===== src/rtl/callstack_pkg.sv =====
package callstack_pkg;

    typedef enum logic [1:0] {
        OP_PUSH = 2'd0,
        OP_POP  = 2'd1,
        OP_CALL = 2'd2,
        OP_RET  = 2'd3
    } cs_op_e;

    typedef enum logic [2:0] {
        ST_IDLE,
        ST_PUSH,
        ST_POP,
        ST_CALL_LO,
        ST_CALL_HI,
        ST_RET_HI,
        ST_RET_LO
    } cs_state_e;

endpackage


===== src/rtl/cs_sp_step.sv =====
module cs_sp_step #(
    parameter int unsigned AW = 8
) (
    input  logic [AW-1:0] sp_cur,
    output logic [AW-1:0] sp_up,
    output logic [AW-1:0] sp_down
);
    localparam logic [AW-1:0] ONE = AW'(1);

    // modulo 2**AW by width truncation
    always_comb begin
        sp_up   = sp_cur + ONE;
        sp_down = sp_cur - ONE;
    end
endmodule


===== src/rtl/cs_ret_addr.sv =====
module cs_ret_addr #(
    parameter int unsigned PCW      = 16,
    parameter int unsigned LEN_LONG = 3,
    parameter int unsigned LEN_ABS  = 2
) (
    input  logic [PCW-1:0] pc_cur,
    input  logic           is_long,
    output logic [PCW-1:0] ret_addr
);
    localparam logic [PCW-1:0] STEP_LONG = PCW'(LEN_LONG);
    localparam logic [PCW-1:0] STEP_ABS  = PCW'(LEN_ABS);

    always_comb begin
        ret_addr = pc_cur + (is_long ? STEP_LONG : STEP_ABS);
    end
endmodule


===== src/rtl/cs_ctrl.sv =====
module cs_ctrl
    import callstack_pkg::*;
#(
    parameter int unsigned DW       = 8,
    parameter int unsigned AW       = 8,
    parameter int unsigned PCW      = 16,
    parameter logic [AW-1:0] SP_INIT = 8'h07
) (
    input  logic           clk,
    input  logic           rst_n,
    input  logic           cmd_valid,
    input  logic [1:0]     cmd_op,
    input  logic [DW-1:0]  cmd_byte,
    input  logic [PCW-1:0] cmd_target,
    input  logic [PCW-1:0] ret_calc,
    input  logic [AW-1:0]  sp_up,
    input  logic [AW-1:0]  sp_down,
    output logic [AW-1:0]  sp_now,
    output logic           cmd_ready,
    output logic           done,
    output logic [DW-1:0]  pop_byte,
    output logic [PCW-1:0] pc_out,
    output logic           ram_we,
    output logic           ram_re,
    output logic [AW-1:0]  ram_addr,
    output logic [DW-1:0]  ram_wdata,
    input  logic [DW-1:0]  ram_rdata
);
    localparam int unsigned HI_LSB = PCW - DW;

    typedef struct packed {
        cs_state_e      st;
        logic [AW-1:0]  sp;
        logic [DW-1:0]  hold;
        logic [PCW-1:0] ret;
        logic [PCW-1:0] tgt;
        logic [PCW-1:0] pc;
        logic [DW-1:0]  pop;
        logic           done;
    } ctl_t;

    ctl_t ctl_d, ctl_q;
    cs_op_e op_w;

    assign op_w = cs_op_e'(cmd_op);

    always_comb begin
        ctl_d     = ctl_q;
        ctl_d.done = 1'b0;
        ram_we    = 1'b0;
        ram_re    = 1'b0;
        ram_addr  = ctl_q.sp;
        ram_wdata = '0;
        unique case (ctl_q.st)
            ST_IDLE: begin
                if (cmd_valid) begin
                    unique case (op_w)
                        OP_PUSH: begin
                            ctl_d.sp   = sp_up;
                            ctl_d.hold = cmd_byte;
                            ctl_d.st   = ST_PUSH;
                        end
                        OP_POP: begin
                            ram_re   = 1'b1;
                            ctl_d.sp = sp_down;
                            ctl_d.st = ST_POP;
                        end
                        OP_CALL: begin
                            ctl_d.ret = ret_calc;
                            ctl_d.tgt = cmd_target;
                            ctl_d.sp  = sp_up;
                            ctl_d.st  = ST_CALL_LO;
                        end
                        OP_RET: begin
                            ram_re   = 1'b1;
                            ctl_d.sp = sp_down;
                            ctl_d.st = ST_RET_HI;
                        end
                        default: ;
                    endcase
                end
            end
            ST_PUSH: begin
                ram_we     = 1'b1;
                ram_wdata  = ctl_q.hold;
                ctl_d.done = 1'b1;
                ctl_d.st   = ST_IDLE;
            end
            ST_POP: begin
                ctl_d.pop  = ram_rdata;
                ctl_d.done = 1'b1;
                ctl_d.st   = ST_IDLE;
            end
            ST_CALL_LO: begin
                ram_we    = 1'b1;
                ram_wdata = ctl_q.ret[DW-1:0];
                ctl_d.sp  = sp_up;
                ctl_d.st  = ST_CALL_HI;
            end
            ST_CALL_HI: begin
                ram_we     = 1'b1;
                ram_wdata  = ctl_q.ret[PCW-1:HI_LSB];
                ctl_d.pc   = ctl_q.tgt;
                ctl_d.done = 1'b1;
                ctl_d.st   = ST_IDLE;
            end
            ST_RET_HI: begin
                ctl_d.ret[PCW-1:HI_LSB] = ram_rdata;
                ram_re   = 1'b1;
                ctl_d.sp = sp_down;
                ctl_d.st = ST_RET_LO;
            end
            ST_RET_LO: begin
                ctl_d.pc   = {ctl_q.ret[PCW-1:HI_LSB], ram_rdata};
                ctl_d.done = 1'b1;
                ctl_d.st   = ST_IDLE;
            end
            default: ctl_d.st = ST_IDLE;
        endcase
    end

    always_ff @(posedge clk or negedge rst_n) begin
        if (!rst_n) begin
            ctl_q      <= '0;
            ctl_q.st   <= ST_IDLE;
            ctl_q.sp   <= SP_INIT;
        end else begin
            ctl_q <= ctl_d;
        end
    end

    assign sp_now    = ctl_q.sp;
    assign cmd_ready = (ctl_q.st == ST_IDLE);
    assign done      = ctl_q.done;
    assign pop_byte  = ctl_q.pop;
    assign pc_out    = ctl_q.pc;
endmodule


===== src/rtl/callstack_seq.sv =====
module callstack_seq #(
    parameter int unsigned DW       = 8,
    parameter int unsigned AW       = 8,
    parameter int unsigned LEN_LONG = 3,
    parameter int unsigned LEN_ABS  = 2,
    parameter logic [AW-1:0] SP_INIT = 8'h07
) (
    input  logic            clk,
    input  logic            rst_n,
    input  logic            cmd_valid,
    input  logic [1:0]      cmd_op,
    input  logic [DW-1:0]   cmd_byte,
    input  logic            cmd_long,
    input  logic [2*DW-1:0] cmd_target,
    input  logic [2*DW-1:0] pc_in,
    output logic            cmd_ready,
    output logic            done,
    output logic [DW-1:0]   pop_byte,
    output logic [2*DW-1:0] pc_out,
    output logic [AW-1:0]   stack_ptr,
    output logic            ram_we,
    output logic            ram_re,
    output logic [AW-1:0]   ram_addr,
    output logic [DW-1:0]   ram_wdata,
    input  logic [DW-1:0]   ram_rdata
);
    localparam int unsigned PCW = 2 * DW;

    logic [AW-1:0]  sp_w, sp_up_w, sp_down_w;
    logic [PCW-1:0] ret_w;

    cs_sp_step #(.AW(AW)) u_step (
        .sp_cur  (sp_w),
        .sp_up   (sp_up_w),
        .sp_down (sp_down_w)
    );

    cs_ret_addr #(.PCW(PCW), .LEN_LONG(LEN_LONG), .LEN_ABS(LEN_ABS)) u_ret (
        .pc_cur   (pc_in),
        .is_long  (cmd_long),
        .ret_addr (ret_w)
    );

    cs_ctrl #(.DW(DW), .AW(AW), .PCW(PCW), .SP_INIT(SP_INIT)) u_ctrl (
        .clk        (clk),
        .rst_n      (rst_n),
        .cmd_valid  (cmd_valid),
        .cmd_op     (cmd_op),
        .cmd_byte   (cmd_byte),
        .cmd_target (cmd_target),
        .ret_calc   (ret_w),
        .sp_up      (sp_up_w),
        .sp_down    (sp_down_w),
        .sp_now     (sp_w),
        .cmd_ready  (cmd_ready),
        .done       (done),
        .pop_byte   (pop_byte),
        .pc_out     (pc_out),
        .ram_we     (ram_we),
        .ram_re     (ram_re),
        .ram_addr   (ram_addr),
        .ram_wdata  (ram_wdata),
        .ram_rdata  (ram_rdata)
    );

    assign stack_ptr = sp_w;
endmodule


===== config.mk =====
export PLATFORM = sky130hd
export DESIGN_NAME = callstack_seq
export DESIGN_NICKNAME = d
export VERILOG_FILES = /design/src/rtl/callstack_pkg.sv /design/src/rtl/cs_sp_step.sv /design/src/rtl/cs_ret_addr.sv /design/src/rtl/cs_ctrl.sv /design/src/rtl/callstack_seq.sv
export SDC_FILE = /design/constraint.sdc
export NUM_CORES = 1
export LEC_CHECK = 0
export ABC_AREA = 1
export ABC_CLOCK_PERIOD_IN_PS = 3210
export BUFFER_PORTS_ARGS = -buffer_cell sky130_fd_sc_hd__buf_2
export CORE_MARGIN = 2
export CORE_UTILIZATION = 43
export CTS_BUF_LIST = sky130_fd_sc_hd__clkbuf_2 sky130_fd_sc_hd__clkbuf_4 sky130_fd_sc_hd__clkbuf_8
export DETAILED_ROUTE_END_ITERATION = 8
export GPL_ROUTABILITY_DRIVEN = 0
export HOLD_SLACK_MARGIN = 0.06
export PLACE_DENSITY = 0.66
export SLEW_MARGIN = 20
export SYNTH_ARGS = -nofsm -noshare
export SYNTH_HDL_FRONTEND = slang
export SYNTH_SLANG_ARGS = --single-unit
export TNS_END_PERCENT = 100

===== constraint.sdc =====
create_clock -name clk -period 3.21 [get_ports clk]
set_input_delay 0.321 -clock clk [delete_from_list [all_inputs] [get_ports clk]]
set_output_delay 0.321 -clock clk [all_outputs]
set_load 0.03 [all_outputs]

## Yosys cells after proc, flatten, opt, wreduce, memory -nomap -nowiden

Index checks and enable logic that the tools add are counted.

| cells by class | value |
|---|---|
| $lt $le $gt $ge | 0 |
| bitwise operators | 0 |
| mux-type cells | 15 |
| div/mod/pow operators | 0 |
| reduce and logical (&&, ||, !) cells | 12 |
| equal/unequal tests | 11 |
| multipliers | 0 |
| shift operators | 0 |
| add/subtract/negate cells | 3 |

Operator list:

| kind | number |
|---|---|
| two-way mux 51 bit | 1 |
| case mux 8 bit (3 select lines) | 2 |
| case mux 11 bit (4 select lines) | 1 |
| two-way mux 32 bit | 1 |
| case mux 16 bit (2 select lines) | 1 |
| adder 16 bit | 1 |
| case mux 8 bit (2 select lines) | 1 |
| equality test 3 bit (second input constant) | 3 |
| case mux 3 bit (3 select lines) | 1 |
| AND reduction 3 bit | 3 |
| adder 8 x 1 -> 8 bit (second input constant) | 1 |
| two-way mux 8 bit | 1 |
| subtractor 8 x 1 -> 8 bit (second input constant) | 1 |
| equality test 3 x 2 -> 1 bit (second input constant) | 2 |
| two-way mux 1 bit | 5 |
| equality test 2 bit (second input constant) | 2 |
| nonzero test 2 bit | 2 |
| OR reduction 4 bit | 1 |
| equality test 3 x 1 -> 1 bit (second input constant) | 1 |
| zero test 3 bit | 1 |
| nonzero test 3 bit | 1 |
| OR reduction 3 bit | 1 |
| equality test 2 x 1 -> 1 bit (second input constant) | 1 |
| zero test 2 bit | 1 |
| 5 further kinds | 5 |

| storage, ports and cells | value |
|---|---|
| memories kept | 0 |
| logic and storage cells | 50 |
| output and inout bits | 52 |
| register bits after elaboration | 76 |
| RAM bits | 0 |
| input bits | 54 |
| bits in latches | 0 |
| memory bits (read-only) | 0 |

## Longest topological paths before layout

| depth | value |
|---|---|
| word-level depth | 5 |
| depth in mapped cells | 11 |
| gate-level depth less buffers | 10 |

## By module

A second synthesis with hierarchy kept.

| unflattened totals | value |
|---|---|
| cell total of the unflattened synthesis | 683 |
| area total of the unflattened synthesis | 4932.2 µm² |

Modules (own cells, without submodules):

| module | sequential area each (µm²) | area each (µm²) | cells an instance | instances |
|---|---|---|---|---|
| cs_ctrl | 1905.6 | 4237.8 | 545 | 1 |
| cs_ret_addr | 0.0 | 405.4 | 83 | 1 |
| cs_sp_step | 0.0 | 289.0 | 55 | 1 |

## Worst setup path before layout

Ideal clock, no wire load.

| timing path | value |
|---|---|
| path kind | register to output |
| from | register u_ctrl.ctl_q[73] (netlist name) |
| to | output ram_re |
| buffers on the path | 1 |
| slack | 1233 ps |
| arrival time | 1656 ps |
| cell stages (with the launch flop) | 7 |
| data required time | 2889 ps |
| cells stage by stage | dfrtp_1 > buf_6 > nor2_4 > nand2_4 > nor2_2 > inv_1 > o21ai_0 |

| between the ends | value |
|---|---|
| word-level cells in the longest chain between the ends | 2 |
| elaborated cells between the ends (all ways) | 3 |
| those cells by class | eq/ne: 1; mux: 1; reduce/logical: 1 |

RTL lines:

| element | line | RTL |
|---|---|---|
| from (decl) | cs_ctrl.sv:42 | `ctl_t ctl_d, ctl_q;` |
| from (signal assigned) | cs_ctrl.sv:128 | `ctl_q <= ctl_d;` |
| equality test 3 bit or zero test 3 bit (tied branches) | cs_ctrl.sv:54 | `unique case (ctl_q.st)` |
| case mux 1 bit (2 select lines) * | cs_ctrl.sv:54 |  |
| to (decl) | callstack_seq.sv:22 | `output logic ram_re,` |

Mark *: on every way between the ends. The rest lies on a longest branch, timed or not.

## Final worst setup path

| timing path | value |
|---|---|
| from | register u_ctrl.ctl_q[75] (netlist name) |
| to | output ram_wdata[2] |

| between the ends | value |
|---|---|
| word-level cells in the longest chain between the ends | 2 |
| elaborated cells between the ends (all ways) | 4 |
| those cells by class | eq/ne: 3; mux: 1 |

RTL lines:

| element | line | RTL |
|---|---|---|
| equality test 3 bit (tied with other cells) | cs_ctrl.sv:54 |  |
| case mux 8 bit (3 select lines) * | cs_ctrl.sv:54 |  |
| to (decl) | callstack_seq.sv:24 | `output logic [DW-1:0] ram_wdata,` |

Marks and branches as above.

==> metrics.cfg <==
[run_status]
status = completed

[grt]
grt_pass1_vias = 3700
track_usage_pct = 20.41
grt_pass1_wl_um = 17750
grt_max_degree = 40
overflow = 0
grt_antenna_before_repair = 0

[min_path]
hold_path_class = in -> async

[cts]
root_buffer = clkbuf_8
cts_resized = 0
cts_setup_buffers = 0
cts_max_path_buffers = 2
cts_made_buffers = 9
tritoncts = yes
clock_sinks = 76
cts-htree-levels = 3
worstSkewPairLatency_ps = 360
cts_hold_buf = 0
clk_pin_slew_ps = 80

[layout]
drive_gt1_share_pct = 26.38
fin_nets = 677
mostFrequentLayoutCell = nand2_1
syn_to_final_growth_pct = 12.11
final_cell_mix = 119 x nand2_1, 105 x buf_2, 73 x dfrtp_1
antenna_cells = 0
finalInstanceArea_sq_um = 4992

[timing]
rsz0062_at_grt = no
skew_ps = 8.164
finalHoldViolCount = 0
setup_viol = 0
slew_violations = 0
worst_pin_slew_ps = 892.6
maxSlewHeadroom_pct = 40.50
fin_tns_setup_ps = 0
timing.fmax_mhz = 350.7
hold_ws_ps = 81.30
period_minus_slack_ps = 2851
period_share_pct = 88.83

[detailed_routing]
antenna_left = 0
num_vias = 3872
drtIter0Drc = 307
drt_wl_total_um = 10980
via_per_inst = 5.135
drcViolationCount = 0
post_drt_wl_per_cell_um = 14.57
drt_pass1_iterations = 5

[worst_setup_path]
endpoint_kind = output pin
cp.arrival_ps = 2530
crit_fanout = 25
reg2reg_from = u_ctrl.ctl_q[75]
critPathRequiredTime_ps = 2890
startpoint_type = flop
startpoint = u_ctrl.ctl_q[75]
worstSetupPathType = reg -> out

[die]
die_h_um = 105.8
dieArea_sq_um = 11190
io_pins = 106
fp-row-count = 37
core-area_sq_um = 10180
initial_core_util_pct = 43.72
die_x_um = 105.8

[power_and_ir_drop]
vdd_ir_drop_max_uv = 350.3
power_density_nw_per_um2 = 850.2
p_leak_nw = 2.534

[synthesis]
syn_area_sq_um = 4453
syn_inst = 551
synth_edf_count = 0
async_flop_share_pct = 100.0
synth_seq_cells = 76
synth_nets = 615
synth.avg_cell_area_sq_um = 8.082
ys_types = 34
synthFlopType = dfrtp_1
ys_warn_count = 0
yosysSeqAreaShare_pct = 42.79

[placement]
io_buffer_count = 105
place_area_sq_um = 4782
dp.final_hpwl_um = 8336

[job]
drv_cap = 0

[cells by family after synthesis]
family	count (synthesis)	share of synthesized area, %
flops	76	42.79
buf+inv	112	13.46
fa+ha+maj	10	2.810
simple gates	241	24.25
compound gates	87	10.99
mux	14	3.540
xor+xnor	11	2.164
[layout make-up]
cell class	count	area, sq um
clock buffer	11	151.4
clock inverter	5	58.81
fill	1034	5192
inverter	54	202.7
multi-input combinational	363	1948
sequential	76	1906
tap	136	170.2
timing repair buffer	109	555.5
[sequential cells by signal, summed over array words and instances, names as in the netlist]
name / cells
u_ctrl.ctl_q: 43
u_ctrl.done: 1
u_ctrl.pc_out: 16
u_ctrl.pop_byte: 8
u_ctrl.ram_addr: 8
[power by group]
part	switching, W	internal, W	total (W)
logic	0.00123	0.000569	0.00179
registers	0.000316	0.00137	0.00168
clock network	0.000365	0.000403	0.000768
[final timing paths]
path | end | slack, ps | cells past startpoint
hold reg to reg | u_ctrl.ctl_q[32] | 480 | 2
setup / recovery | ram_wdata[2] | 360 | 3
min in group clk | u_ctrl.ctl_q[40] | 160 | 3
max in group asynchronous | u_ctrl.ctl_q[31] | 2290 | 2
setup reg to reg | u_ctrl.ram_addr[6] | 840 | 7
hold / removal | u_ctrl.ram_addr[6] | 80 | 1
[layer usage]
layer	GRT usage, %	routed length (um)
met5	0	0
met1	27.56	5032
met2	31.89	5028
met3	4.020	652
met4	8.929	270
[worst max-delay path: stages, from the launching register on]
cell and delay, ps:
dfrtp_1 880, nand2_1 650, o221ai_1 390, buf_2 260
[stage by stage]
stage                     utilization [%]  cells  power (W)  setup slack [ps]
final                               49.02    754   0.004244             358.5
after global routing                49.02    754   0.004532             217.7
after CTS                           49.02    754   0.004270             409.9
after detailed placement            46.95    738   0.003496             810.3
after global placement              46.95    738   0.003456             896.2
after floorplan                         -    551   0.003292              1233
[synth_stat cells, types with 3 or more instances]
master | number | area share, %
nand2_1 | 119 | 10
dfrtp_1 | 73 | 41
nor2_1 | 51 | 4.3
inv_1 | 49 | 4.1
buf_4 | 41 | 6.9
a21oi_1 | 34 | 3.8
o21ai_0 | 33 | 3.7
nand3_1 | 28 | 3.1
nand4_1 | 23 | 3.2
mux2_2 | 14 | 3.5
ha_1 | 10 | 2.8
xor2_1 | 9 | 1.8
buf_2 | 8 | 0.90
clkbuf_1 | 7 | 0.59
o221ai_1 | 6 | 1.2
a22oi_1 | 5 | 0.84
inv_2 | 5 | 0.42
nor2_2 | 5 | 0.70
nand2_2 | 4 | 0.56
a31oi_1 | 3 | 0.42
dfstp_2 | 3 | 1.8
o211ai_1 | 3 | 0.51
(Power assumes the default switching activity.)
